===== src/rtl/vrc_pkg.sv =====
// Shared constants for the two-phase route computation.
// Assumes a five-port mesh router with one-hot port vectors.
package vrc_pkg;
    localparam int NPORT     = 5;
    localparam int P_LOCAL   = 0;
    localparam int P_NORTH   = 1;
    localparam int P_EAST    = 2;
    localparam int P_SOUTH   = 3;
    localparam int P_WEST    = 4;
    localparam int RND_W     = 16;
    localparam logic [RND_W-1:0] RND_TAPS = 16'hB400;
    localparam logic [RND_W-1:0] RND_SEED = 16'hACE1;
endpackage


===== src/rtl/vrc_lfsr.sv =====
// Free-running shift-register pseudo-random source.
// Shifts left every cycle out of reset; feedback is the XOR of the tap mask.
module vrc_lfsr #(
    parameter int               WIDTH = 16,
    parameter logic [WIDTH-1:0] TAPS  = 16'hB400,
    parameter logic [WIDTH-1:0] SEED  = 16'hACE1
) (
    input  logic             clk,
    input  logic             rst_n,
    output logic [WIDTH-1:0] state
);
    // Advance the sequence by one step per clock.
    always_ff @(posedge clk) begin
        if (!rst_n) state <= SEED;
        else        state <= {state[WIDTH-2:0], ^(state & TAPS)};
    end
endmodule


===== src/rtl/vrc_axis_pick.sv =====
// Picks one intermediate coordinate on one mesh axis from a random byte.
// Assumes SIZE >= 2; quadrant mode keeps the pick in the destination's half.
module vrc_axis_pick #(
    parameter int SIZE = 8,
    parameter int W    = $clog2(SIZE)
) (
    input  logic [7:0]   rnd,
    input  logic [W-1:0] dst,
    input  logic         quad,
    output logic [W-1:0] pick
);
    localparam int         HALF = SIZE / 2;
    localparam logic [7:0] SZ8  = 8'(SIZE);
    localparam logic [7:0] LO8  = 8'(HALF);
    localparam logic [7:0] HI8  = 8'(SIZE - HALF);

    logic [7:0] full_m;
    logic [7:0] lo_m;
    logic [7:0] hi_m;

    // Reduce the random byte into the full axis or one of its halves.
    always_comb begin
        full_m = rnd % SZ8;
        lo_m   = rnd % LO8;
        hi_m   = LO8 + (rnd % HI8);
        if (!quad)                pick = W'(full_m);
        else if (dst < W'(HALF))  pick = W'(lo_m);
        else                      pick = W'(hi_m);
    end
endmodule


===== src/rtl/vrc_dor_port.sv =====
// Phase update and dimension-order port choice for one header.
// Assumes coordinates are within the mesh; X is corrected before Y.
module vrc_dor_port
    import vrc_pkg::*;
#(
    parameter int XW = 3,
    parameter int YW = 3
) (
    input  logic [XW-1:0]    cur_x,
    input  logic [YW-1:0]    cur_y,
    input  logic [XW-1:0]    mid_x,
    input  logic [YW-1:0]    mid_y,
    input  logic [XW-1:0]    dst_x,
    input  logic [YW-1:0]    dst_y,
    input  logic             phase_in,
    output logic             phase_out,
    output logic [NPORT-1:0] port
);
    logic [XW-1:0] tgt_x;
    logic [YW-1:0] tgt_y;

    // Flip to phase 1 at the intermediate, then steer X first, then Y.
    always_comb begin
        phase_out = phase_in | ((cur_x == mid_x) && (cur_y == mid_y));
        tgt_x     = phase_out ? dst_x : mid_x;
        tgt_y     = phase_out ? dst_y : mid_y;
        port      = '0;
        if (tgt_x > cur_x)      port[P_EAST]  = 1'b1;
        else if (tgt_x < cur_x) port[P_WEST]  = 1'b1;
        else if (tgt_y > cur_y) port[P_NORTH] = 1'b1;
        else if (tgt_y < cur_y) port[P_SOUTH] = 1'b1;
        else                    port[P_LOCAL] = 1'b1;
    end
endmodule


===== src/rtl/valiant_route.sv =====
// Two-phase oblivious route computation for a 2D mesh router.
// Draws an intermediate node at injection, tracks the phase bit and picks
// the output port; one register stage from header to result.
module valiant_route
    import vrc_pkg::*;
#(
    parameter int MESH_X = 8,
    parameter int MESH_Y = 8,
    localparam int XW = $clog2(MESH_X),
    localparam int YW = $clog2(MESH_Y)
) (
    input  logic             clk,
    input  logic             rst_n,
    input  logic             in_valid,
    input  logic             in_inject,
    input  logic [XW-1:0]    in_dst_x,
    input  logic [YW-1:0]    in_dst_y,
    input  logic [XW-1:0]    in_mid_x,
    input  logic [YW-1:0]    in_mid_y,
    input  logic             in_phase,
    input  logic [XW-1:0]    cur_x,
    input  logic [YW-1:0]    cur_y,
    input  logic             quad_mode,
    input  logic             gate_mode,
    input  logic             high_load,
    output logic             out_valid,
    output logic [4:0]       out_port,
    output logic [XW-1:0]    out_dst_x,
    output logic [YW-1:0]    out_dst_y,
    output logic [XW-1:0]    out_mid_x,
    output logic [YW-1:0]    out_mid_y,
    output logic             out_phase
);
    logic [RND_W-1:0] rnd;
    logic [XW-1:0]    pick_x;
    logic [YW-1:0]    pick_y;
    logic             detour;
    logic [XW-1:0]    sel_mid_x;
    logic [YW-1:0]    sel_mid_y;
    logic             sel_phase;
    logic             nxt_phase;
    logic [NPORT-1:0] nxt_port;

    vrc_lfsr #(.WIDTH(RND_W), .TAPS(RND_TAPS), .SEED(RND_SEED)) u_lfsr (
        .clk   (clk),
        .rst_n (rst_n),
        .state (rnd)
    );

    vrc_axis_pick #(.SIZE(MESH_X), .W(XW)) u_pick_x (
        .rnd  (rnd[7:0]),
        .dst  (in_dst_x),
        .quad (quad_mode),
        .pick (pick_x)
    );

    vrc_axis_pick #(.SIZE(MESH_Y), .W(YW)) u_pick_y (
        .rnd  (rnd[15:8]),
        .dst  (in_dst_y),
        .quad (quad_mode),
        .pick (pick_y)
    );

    // Choose the header's intermediate and starting phase.
    always_comb begin
        detour = !(gate_mode && !high_load);
        if (in_inject) begin
            sel_mid_x = detour ? pick_x : in_dst_x;
            sel_mid_y = detour ? pick_y : in_dst_y;
            sel_phase = !detour;
        end else begin
            sel_mid_x = in_mid_x;
            sel_mid_y = in_mid_y;
            sel_phase = in_phase;
        end
    end

    vrc_dor_port #(.XW(XW), .YW(YW)) u_dor (
        .cur_x     (cur_x),
        .cur_y     (cur_y),
        .mid_x     (sel_mid_x),
        .mid_y     (sel_mid_y),
        .dst_x     (in_dst_x),
        .dst_y     (in_dst_y),
        .phase_in  (sel_phase),
        .phase_out (nxt_phase),
        .port      (nxt_port)
    );

    // Register the result one cycle after the header.
    always_ff @(posedge clk) begin
        if (!rst_n) begin
            out_valid <= 1'b0;
            out_port  <= '0;
            out_dst_x <= '0;
            out_dst_y <= '0;
            out_mid_x <= '0;
            out_mid_y <= '0;
            out_phase <= 1'b0;
        end else begin
            out_valid <= in_valid;
            out_port  <= in_valid ? nxt_port : '0;
            if (in_valid) begin
                out_dst_x <= in_dst_x;
                out_dst_y <= in_dst_y;
                out_mid_x <= sel_mid_x;
                out_mid_y <= sel_mid_y;
                out_phase <= nxt_phase;
            end
        end
    end
endmodule


===== config.mk =====
export PLATFORM = sky130hd
export DESIGN_NAME = valiant_route
export DESIGN_NICKNAME = d
export VERILOG_FILES = /design/src/rtl/vrc_pkg.sv /design/src/rtl/vrc_lfsr.sv /design/src/rtl/vrc_axis_pick.sv /design/src/rtl/vrc_dor_port.sv /design/src/rtl/valiant_route.sv
export SDC_FILE = /design/constraint.sdc
export NUM_CORES = 1
export LEC_CHECK = 0
export BUFFER_PORTS_ARGS = -buffer_cell sky130_fd_sc_hd__buf_4
export CAP_MARGIN = 20
export CORE_MARGIN = 8
export CORE_UTILIZATION = 46
export CTS_CLUSTER_SIZE = 10
export DETAILED_ROUTE_END_ITERATION = 6
export HOLD_SLACK_MARGIN = 0.02
export MAX_ROUTING_LAYER = met4
export PLACE_DENSITY = 0.8
export SYNTH_ARGS = -nofsm -noshare
export SYNTH_HDL_FRONTEND = slang
export SYNTH_SLANG_ARGS = --single-unit

===== constraint.sdc =====
create_clock -name clk -period 2.51 [get_ports clk]
set_input_delay 0.1255 -clock clk [delete_from_list [all_inputs] [get_ports clk]]
set_output_delay 0.1255 -clock clk [all_outputs]
set_load 0.01 [all_outputs]

==> summary.md <==
| Metric | Value |
|---|---|
| Buf/Inv on CP | `1` |
| All-Layer GR Usage | `roughly 14%` |
| Largest family of logic cells by synthesized area | `simple AND/OR/NAND/NOR gates` |
| WP data required | `2.75 ns` |
| Layout area overhead | `37.9%` |
| Clk_lat worst skew | `0.33 ns` |
| Worst slack at placement | `-0.138 ns` |
| Area of the mapped netlist | `between 1500 and 2000 µm²` |
| CP Launch Type | `flip-flop` |
| Starting density of the core | `~47%` |
| Synth async-reset ratio | `0%` |
| GR Overflow Total | `0` |
| Via count | `1329` |
| Sequential share of the synthesized area | `between 40% and 50%` |
| Vias in the first global route | `around 1400` |
| Top-count cell post-synth | `dfxtp_1` |
| Most used cell, CP | `o21ai_2` |
| Placed Instance Area | `around 2100 µm²` |
| Period utilization | `105%` |
| Cell taking the most area after synthesis | `dfxtp_1` |
| Fin nets | `256` |
| Die Span Y | `76.1 µm` |
| Max-slew violation count | `0` |
| Final HPWL DP | `2930 µm` |
| Post-route ant nets | `0` |
| IO Count | `between 40 and 50` |
| Slew @ Worst Pin | `0.391 ns` |
| Clock root cell | `clkbuf_4` |
| Post-synthesis compound-gate area fraction | `8.57%` |
| Syn. warnings | `0` |
| Setup Crit Path Kind | `flip-flop to flip-flop` |
| Largest cells by area after synthesis | `dfxtp_1 42%, mux2i_1 9.0%, nor2b_1 5.6%` |
| Port bufs | `44` |
| CP Cell Sequence | `inv_4 > or3_4 > a31oi_4 > o21ai_2 > o221a_4 > mux2_4 > ha_4 > nor2b_4 > o21a_1 > o21ai_2 > nor2_2 > and3_1` |
| Yosys top cell area share | `42.1%` |
| Largest stage delay on the critical path | `~0.4 ns` |
| Max-Cap Viols | `0` |
| Global-route wire length before repair | `6420 µm` |
| RePlAce Congestion | `roughly 0.91` |
| Hold buffer count at CTS | `0` |
| Final min period | `2.65 ns` |
| Core box area | `3580 µm²` |
| Post-synth top cells | `35 x dfxtp_1, 15 x mux2i_1, 15 x nor2b_1` |
| First drt pass iteration count | `4` |
| Antenna cell count | `0` |
| RSZ-0062 raised after global routing | `true` |
| CP Capture Type | `flip-flop` |
| Reg clk slew, reported paths | `0.10 ns` |
| Slowest stage cell, crit path | `or3_4` |
| Post-synth EDFFs | `0` |
| Clock Skews | `0.00599 ns` |
| Clk sink count | `35` |
| Drt drc | `0` |
| Simple-gate portion of the synthesized area | `21.8%` |
| Largest net degree at the start of global routing | `31` |
| CTS HTree Levels | `2` |
| Final WL | `3980 µm` |
| Initial antenna violation count | `0` |
| FP Rows | `22` |
| Post-route cell area | `2290 µm²` |
| Synthesized area per cell | `10.0 µm²` |
| Crit Path Max Fanout | `4` |
| Routed WL per cell | `about 15 µm` |
| Multiplexer share of the synthesized area | `about 13%` |
| Critical path's top delay family | `compound AO/OA/AOI/OAI gates` |
| #FFs+latches synth | `35` |
| Library cells used by synthesis | `34` |
| Post-synth net total | `198` |
| Post-synthesis adder-cell area fraction | `between 4 and 5%` |
| Die X | `roughly 76 µm` |
| Max rail drop VDD | `roughly 0.41 mV` |
| Fin util | `64.1%` |
| Layout cell share with drive strength beyond 1 | `41.1%` |
| CTS tree | `yes` |
| Failing checks | `setup timing` |
| Lkg Pwr | `between 1 and 1.5 nW` |
| Clock buffer depth | `2` |
| Status | `finished, violations left` |
| Fill count | `294` |
| DIE AREA | `5800 µm²` |
| Vias per cell | `4.89` |
| Fmax | `approximately 380 MHz` |
| Max-slew headroom | `between 70% and 80%` |
| Signal arrival time at the worst endpoint | `2.88 ns` |
| R2R setup slack | `-0.14 ns` |
| Final Hold Violating Endpoints | `0` |
| P per Cell Area | `approximately 540 nW/µm²` |
| Total CTS buffers | `5` |
| Setup Viol. Count Final | `4` |
| XOR/XNOR share of the synthesized area | `5.79%` |
| Post-Syn Instances | `between 150 and 200` |
| Setup ws final | `-0.138 ns` |
| Starting DRT DRC Count | `60` |
| Dominant synthesized flop cell | `dfxtp_1` |
| Worst min path class | `input pin to flip-flop` |
## registers in the layout, indices dropped and copies added (netlist names)
signal / cells
out_mid_x: 3
out_phase: 1
out_dst_y: 3
out_port: 5
out_valid: 1
u_lfsr.state: 16
out_mid_y: 3
out_dst_x: 3
## worst min-delay path, cell delays in order
cell     delay (ns)
buf_4          0.10
mux2i_1        0.06
nor2b_1        0.09
## cells by family after synthesis
group           Yosys count
buf+inv                  16
mux                      19
fa+ha+maj                 6
flops                    35
xor+xnor                 11
simple gates             61
compound gates           18
## path summary, 6_finish.rpt
path	startpoint	end	cells past startpoint
worst max-delay path	u_lfsr.state[10]	out_port[1]	12
worst min register to register	u_lfsr.state[4]	u_lfsr.state[5]	1
worst min-delay path	in_dst_x[1]	out_dst_x[1]	3
worst max register to register	u_lfsr.state[10]	out_port[1]	12
## routing by layer
layer,up-vias,routed length (µm),GRT usage (%)
met5,-,0,-
met3,5,181,4.36
met1,609,1840,16.2
met4,0,62,6.92
met2,38,1900,21.8
li1,677,-,-
## metrics by stage
stage               TNS, ns  hold WS, ns  total power [mW]  std cells
floorplan           -0.0827        0.295             0.788        166
global placement     -0.149        0.390             0.903        262
detailed placement   -0.359        0.395             0.909        262
CTS                  -0.516       0.0657              1.23        272
global route         -0.819        0.101              1.31        272
finish               -0.464       0.0744              1.24        272
## cell type report
cell class	count	area [µm²]	share of cell area [%]
clock inverters	1	5.00	0.218
well taps	48	60.1	2.62
clock buffers	6	51.3	2.24
multi-input cells	115	993	43.3
repair buffers	60	454	19.8
flip-flops and latches	35	702	30.6
inverters	7	28.8	1.25
## repair_timing
| action | in CTS | in global routing |
|---|---|---|
| gates resized for setup | 6 | 12 |
| pin swaps | 8 | 11 |
| endpoints found under the setup margin | 4 | 5 |
| setup buffers | 3 | 1 |
## layout by cell type (no fill, tap or decap), types with 2 or more instances in the layout
master and instances:
inv_1 6, mux2i_1 14, nand4b_1 4, nand3_1 2, a21oi_1 2, nor2_1 4
nor2b_4 2, ha_1 3, and2_1 9, o21ai_0 2, xor2_1 5, nor2b_1 14
ha_4 2, nand2b_1 11, nand2_1 8, o21ai_2 2, clkbuf_4 5, o211ai_2 4
xnor2_1 6, dfxtp_1 34, buf_4 59, mux2_4 4
## report_power, final
part / total, mW / internal [mW] / switching [mW]
Clock: 0.306 / 0.130 / 0.176
Sequential: 0.609 / 0.592 / 0.0170
Combinational: 0.329 / 0.181 / 0.148
Total: 1.24 / 0.902 / 0.341
Note: power is estimated with default switching activity, not from simulation.
